File: config.mk
export PLATFORM = sky130hd
export DESIGN_NAME = dport_io_decoder
export DESIGN_NICKNAME = d
export VERILOG_FILES = /design/src/rtl/dport_io_pkg.sv /design/src/rtl/dport_addr_decode.sv /design/src/rtl/dport_tick_timer.sv /design/src/rtl/dport_pm_guard.sv /design/src/rtl/dport_io_decoder.sv
export SDC_FILE = /design/constraint.sdc
export NUM_CORES = 1
export LEC_CHECK = 0
export BUFFER_PORTS_ARGS = -buffer_cell sky130_fd_sc_hd__buf_2
export CORE_ASPECT_RATIO = 1.2
export CORE_MARGIN = 10
export CORE_UTILIZATION = 25
export CTS_CLUSTER_SIZE = 24
export DETAILED_ROUTE_END_ITERATION = 6
export REMOVE_ABC_BUFFERS = 1
export SLEW_MARGIN = 10
export SYNTH_ARGS = -nofsm -noshare
export SYNTH_HDL_FRONTEND = slang
export SYNTH_SLANG_ARGS = --single-unit
File: constraint.sdc
create_clock -name clk -period 3.01 [get_ports clk]
set_clock_uncertainty 0.15 [all_clocks]
set_input_delay 0 -clock clk [delete_from_list [all_inputs] [get_ports clk]]
set_output_delay 0 -clock clk [all_outputs]
set_load 0.01 [all_outputs]
File: src/rtl/dport_io_pkg.sv
package dport_io_pkg;

  localparam int IO_AW = 17;

  localparam logic [IO_AW-1:0] A_CONSOLE = 17'h10000;
  localparam logic [IO_AW-1:0] A_KEY     = 17'h1FC80;
  localparam logic [IO_AW-1:0] A_PMADDR  = 17'h1FC84;
  localparam logic [IO_AW-1:0] A_PMDATA  = 17'h1FC88;
  localparam logic [IO_AW-1:0] A_TIMER   = 17'h1FFF4;
  localparam logic [IO_AW-1:0] A_DEBUG   = 17'h1FFF8;
  localparam logic [IO_AW-1:0] A_EXIT    = 17'h1FFFC;

  typedef enum logic [3:0] {
    T_RAM, T_CONSOLE, T_KEY, T_PMADDR, T_PMDATA,
    T_TIMER, T_DEBUG, T_EXIT, T_OTHER
  } io_target_e;

  // low address bits dropped for a given access size
  function automatic logic [1:0] low_clear(input logic [1:0] size);
    case (size)
      2'd0:    low_clear = 2'b00;
      2'd1:    low_clear = 2'b01;
      default: low_clear = 2'b11;
    endcase
  endfunction

endpackage

File: src/rtl/dport_addr_decode.sv
module dport_addr_decode
  import dport_io_pkg::*;
(
  input  logic [IO_AW-1:0] addr,
  output io_target_e       target
);
  always_comb begin
    if (!addr[IO_AW-1]) begin
      target = T_RAM;
    end else begin
      case (addr)
        A_CONSOLE: target = T_CONSOLE;
        A_KEY:     target = T_KEY;
        A_PMADDR:  target = T_PMADDR;
        A_PMDATA:  target = T_PMDATA;
        A_TIMER:   target = T_TIMER;
        A_DEBUG:   target = T_DEBUG;
        A_EXIT:    target = T_EXIT;
        default:   target = T_OTHER;
      endcase
    end
  end
endmodule

File: src/rtl/dport_tick_timer.sv
module dport_tick_timer #(
  parameter int DIV    = 100,
  parameter int TICK_W = 32
) (
  input  logic              clk,
  input  logic              rst,
  output logic [TICK_W-1:0] tick
);
  localparam int PW = (DIV > 1) ? $clog2(DIV) : 1;
  localparam logic [PW-1:0] LAST = PW'(DIV - 1);

  logic [PW-1:0] pre;

  always_ff @(posedge clk) begin
    if (rst) begin
      pre  <= '0;
      tick <= '0;
    end else if (pre == LAST) begin
      pre  <= '0;
      tick <= tick + 1'b1;
    end else begin
      pre  <= pre + 1'b1;
    end
  end
endmodule

File: src/rtl/dport_pm_guard.sv
module dport_pm_guard
  import dport_io_pkg::*;
#(
  parameter int          AW  = 32,
  parameter int          DW  = 32,
  parameter logic [DW-1:0] KEY = 32'h1337F7D1
) (
  input  logic          clk,
  input  logic          rst,
  input  logic          key_we,
  input  logic          addr_we,
  input  logic          data_we,
  input  logic [DW-1:0] wdata,
  input  logic [1:0]    size,
  output logic          unlocked,
  output logic          pm_wr_valid,
  output logic [AW-1:0] pm_wr_addr,
  output logic [1:0]    pm_wr_size,
  output logic [DW-1:0] pm_wr_data
);
  logic [AW-1:0] addr_q;

  always_ff @(posedge clk) begin
    if (rst) begin
      unlocked    <= 1'b0;
      addr_q      <= '0;
      pm_wr_valid <= 1'b0;
      pm_wr_addr  <= '0;
      pm_wr_size  <= '0;
      pm_wr_data  <= '0;
    end else begin
      pm_wr_valid <= data_we && unlocked;
      if (key_we)  unlocked <= (wdata == KEY);
      if (addr_we) addr_q   <= AW'(wdata);
      if (data_we && unlocked) begin
        pm_wr_addr <= addr_q & ~{{(AW-2){1'b0}}, low_clear(size)};
        pm_wr_size <= size;
        pm_wr_data <= wdata;
      end
    end
  end
endmodule

File: src/rtl/dport_io_decoder.sv
module dport_io_decoder
  import dport_io_pkg::*;
#(
  parameter int            ADDR_W = 32,
  parameter int            DATA_W = 32,
  parameter int            RAM_AW = 16,
  parameter int            DIV    = 100,
  parameter int            TICK_W = 32,
  parameter logic [31:0]   KEY    = 32'h1337F7D1
) (
  input  logic              clk,
  input  logic              rst,
  input  logic              req_valid,
  input  logic              req_write,
  input  logic [1:0]        req_size,
  input  logic [ADDR_W-1:0] req_addr,
  input  logic [DATA_W-1:0] req_wdata,
  input  logic [DATA_W-1:0] reg0_in,
  output logic              ram_en,
  output logic              ram_we,
  output logic [1:0]        ram_size,
  output logic [RAM_AW-1:0] ram_addr,
  output logic [DATA_W-1:0] ram_wdata,
  output logic              console_valid,
  output logic [7:0]        console_byte,
  output logic              debug_valid,
  output logic [DATA_W-1:0] debug_word,
  output logic              exit_valid,
  output logic [DATA_W-1:0] exit_code,
  output logic              pm_wr_valid,
  output logic [ADDR_W-1:0] pm_wr_addr,
  output logic [1:0]        pm_wr_size,
  output logic [DATA_W-1:0] pm_wr_data,
  output logic              io_rd_valid,
  output logic [DATA_W-1:0] io_rd_data,
  output logic              illegal_read,
  output logic              unknown_write
);
  io_target_e         target;
  logic               wr, rd;
  logic               unlocked;
  logic [TICK_W-1:0]  tick;
  logic               unused_hi;

  assign unused_hi = ^req_addr[ADDR_W-1:IO_AW];
  assign wr = req_valid && req_write;
  assign rd = req_valid && !req_write;

  dport_addr_decode u_dec (
    .addr   (req_addr[IO_AW-1:0]),
    .target (target)
  );

  dport_tick_timer #(.DIV(DIV), .TICK_W(TICK_W)) u_tmr (
    .clk  (clk),
    .rst  (rst),
    .tick (tick)
  );

  dport_pm_guard #(.AW(ADDR_W), .DW(DATA_W), .KEY(DATA_W'(KEY))) u_guard (
    .clk         (clk),
    .rst         (rst),
    .key_we      (wr && target == T_KEY),
    .addr_we     (wr && target == T_PMADDR),
    .data_we     (wr && target == T_PMDATA),
    .wdata       (req_wdata),
    .size        (req_size),
    .unlocked    (unlocked),
    .pm_wr_valid (pm_wr_valid),
    .pm_wr_addr  (pm_wr_addr),
    .pm_wr_size  (pm_wr_size),
    .pm_wr_data  (pm_wr_data)
  );

  always_ff @(posedge clk) begin
    if (rst) begin
      ram_en        <= 1'b0;
      ram_we        <= 1'b0;
      ram_size      <= '0;
      ram_addr      <= '0;
      ram_wdata     <= '0;
      console_valid <= 1'b0;
      console_byte  <= '0;
      debug_valid   <= 1'b0;
      debug_word    <= '0;
      exit_valid    <= 1'b0;
      exit_code     <= '0;
      io_rd_valid   <= 1'b0;
      io_rd_data    <= '0;
      illegal_read  <= 1'b0;
      unknown_write <= 1'b0;
    end else begin
      ram_en        <= req_valid && target == T_RAM;
      console_valid <= wr && target == T_CONSOLE;
      debug_valid   <= wr && target == T_DEBUG;
      exit_valid    <= wr && target == T_EXIT;
      io_rd_valid   <= rd && target == T_TIMER;
      illegal_read  <= rd && target != T_RAM && target != T_TIMER;
      unknown_write <= wr && (target == T_TIMER || target == T_OTHER);
      if (req_valid && target == T_RAM) begin
        ram_we    <= req_write;
        ram_size  <= req_size;
        ram_addr  <= req_addr[RAM_AW-1:0] &
                     ~{{(RAM_AW-2){1'b0}}, low_clear(req_size)};
        ram_wdata <= req_wdata;
      end
      if (wr && target == T_CONSOLE) console_byte <= req_wdata[7:0];
      if (wr && target == T_DEBUG)   debug_word   <= req_wdata;
      if (wr && target == T_EXIT)    exit_code    <= reg0_in;
      if (rd && target == T_TIMER)   io_rd_data   <= DATA_W'(tick);
    end
  end
endmodule

==> results.toml <==
[global_routing]
grt_first_pass_wirelength_um = 61080
grt_pass1_vias = 10610
track_usage = 0.1350
grt_max_degree = 117
antenna_found_initial = 1
overflow = 0

[synth]
syn_area_per_cell_um2 = 9.177
yosysTopAreaCell = "dfxtp_1"
ys_seq_elements = 301
synth-seq-area-share = 0.5016
synthCells = 1309
synth-edff-count = 0
ys.warnings.count = 0
synth_top_cell_area_share = 0.5016
ys.flop_type = "dfxtp_1"
syn-cell-area_um2 = 12010
synth_area_leaders = "dfxtp_1, mux2i_1, nand2b_1"
synthArstFlopShare = 0
yosysUniqueCellTypes = 50

[clock_tree]
root_buffer = "clkbuf_16"
htreeDepth = 2
cts.sinks = 301
clock_latency_ps = 540
clock_path_buffers = 3
clk_pin_slew_ps = 60
cts_made_buffers = 36
cts_resized = 0
cts_tree = "built"

[setup_path]
setup.worst_path.class = "input pin to flip-flop"
regToRegStartpoint = "u_tmr.pre[0]"
critPathCaptureType = "flip-flop"
rr_endpoint = "u_tmr.tick[30]"
worstPathArrival_ps = 3040
crit_fanout = 32
r2r_cells = 7
r2r_slack_ps = 810
worstPathRequired_ps = 3330
startpoint_type = "input pin"

[timing]
finalHoldViolations = 0
slew-limit-headroom = 0.5314
max_freq_mhz = 368.0
worst-slew-pin-transition_ps = 702.9
fin_crit_ps = 2717
post-route-period-util = 0.9027
slew_viol_final = 0
setup_viol = 0
fin_setup_tns_ps = 0
rsz0062_at_grt = "false"
whs_ps = 120.6

[final_layout]
multi_input_area_um2 = 5564
drive_above_1_share = 0.2405
layout_common_cells = "buf_2, dfxtp_1, nand2_1, nand2b_1, mux2i_1"
final_common_cell = "buf_2"
fillers = 4820
ff_latch_area_um2 = 6026
syn2layout_area_growth_pct = 38.27
finalNetCount = 1816

[die]
coreArea_um2 = 47240
rows = 87
die_w_um = 220.1
die_h_um = 260.1
dieArea_um2 = 57250
initial_core_util = 0.2543
num_io_pins = 331

[job]
maxCapViolations = 0

[outcome]
outcome = "finished, final reports clean"

[pwr]
switching_share = 0.2244
peakVddDrop_mv = 0.3257
pwr-share-clk = 0.503
p_int_w = 0.007101
power_density_nw_per_um2 = 551.2
switchingPower_w = 0.002055
power_frac_seq = 0.441
comb_power_share = 0.056
p_leak_nw = 6.837

[detailed_routing]
wl_met3_um = 2416
final_antenna_net_count = 0
drt-met1-wl_um = 15760
dr.first_iter.drc_count = 518
dr.pass1.iters = 5
maxUsedRoutingLayer = "met4"
met2_length_um = 20320
route.vias.total = 10470
avgRoutedWirePerCell_um = 16.93
finalWirelength_um = 39990
drc = 0
via_per_inst = 4.431

[min_path]
whs_path_depth = 4
hold_start = "reg0_in[17]"
min_path_type = "input pin to flip-flop"
worstHoldEndpoint = "exit_code[17]"

[place]
port-buffer-count = 315
gp_congestion = 0.7842
hpwlAfterDp_um = 27380
==> stage by stage <==
step | area (µm²) | power (W) | std cells | util | setup slack, ps
3_5_place_dp | 14230 | 0.004531 | 2186 | 0.3013 | 319.4
5_1_grt | 16610 | 0.009528 | 2361 | 0.3515 | 112.2
4_1_cts | 16610 | 0.009317 | 2361 | 0.3515 | 349.7
3_3_place_gp | 14230 | 0.004522 | 2186 | 0.3013 | 388.0
2_1_floorplan | 11600 | 0.004279 | 1223 | - | -3832
6_report | 16610 | 0.009156 | 2362 | 0.3516 | 292.8
==> cell usage after synthesis, types with 10 or more instances <==
master    count
clkbuf_1     67
nand2_1     241
xor2_1       10
mux2i_1     139
dfxtp_1     301
nor2_1       42
nand3_1      19
inv_1        11
nand4_1      24
xnor2_1      14
a21oi_1     127
nand2b_1    209
==> registers in the layout (all words and copies together), names as in the netlist, 2 cells and up <==
signal              count
ram_size                2
u_guard.pm_wr_data     32
u_guard.pm_wr_size      2
u_guard.addr_q         32
io_rd_data             32
ram_wdata              32
exit_code              32
ram_addr               16
u_tmr.pre               7
u_tmr.tick             32
debug_word             32
u_guard.pm_wr_addr     32
console_byte            8
==> area by class of cell <==
| type | instances | area share |
|---|---|---|
| antenna | 1 | 0.0001507 |
| clock buffer | 52 | 0.06463 |
| clock inverter | 12 | 0.01137 |
| inverter | 11 | 0.002486 |
| multi-input combinational | 911 | 0.3350 |
| sequential | 301 | 0.3628 |
| tap | 623 | 0.04693 |
| timing repair buffer | 451 | 0.1766 |
==> cells by family after synthesis <==
group / count (synthesis) / share of synthesized area
and+or+nand+nor: 596 / 0.2576
adders and majority gates: 2 / 0.002083
xor gates and xnor gates: 24 / 0.01750
AOI/OAI and AO/OA: 149 / 0.06708
muxes: 140 / 0.1168
buffers and inverters: 97 / 0.03739
DFF: 301 / 0.5016
==> power by group through the flow <==
stage | clock network [W] | logic, W | registers [W]
after floorplan | 0 | 0.000141 | 0.00414
after global placement | 0 | 0.000399 | 0.00412
after detailed placement | 0 | 0.000406 | 0.00412
after CTS | 0.00477 | 0.000514 | 0.00404
after global routing | 0.00493 | 0.000559 | 0.00404
final | 0.00461 | 0.000513 | 0.00404
==> worst max-delay path: stages <==
cell and delay (ps):
dlygate4sd3_1 530, buf_2 190, or3b_1 530, nor3_1 200, buf_4 170, and4_1 180
buf_4 400, nand2_1 110, a21oi_1 150, dlygate4sd3_1 560
==> per-layer routing <==
layer / global-route usage / vias up
li1: - / 5159
met1: 0.1517 / 4961
met2: 0.2369 / 274
met3: 0.03287 / 73
met4: 0.05885 / 0
met5: 0 / -
==> worst max path at each step <==
stage	from	endpoint	slack, ps	depth (start not counted)
4_1_cts	req_addr[16]	u_guard.addr_q[1]	350	8
3_3_place_gp	req_addr[16]	u_guard.addr_q[26]	390	7
3_5_place_dp	req_addr[16]	u_guard.addr_q[13]	320	7
5_1_grt	req_addr[16]	debug_word[28]	110	10
6_report	req_addr[16]	debug_word[28]	290	10
2_1_floorplan	req_addr[0]	u_guard.pm_wr_addr[0]	-3830	5
==> what timing repair did <==
| action | in CTS | in global routing |
|---|---|---|
| hold buffers | 111 | 0 |
| endpoints found under the hold margin | 200 | 0 |
| buffers inserted | 0 | 0 |
Note: power is estimated with default switching activity, not from simulation.
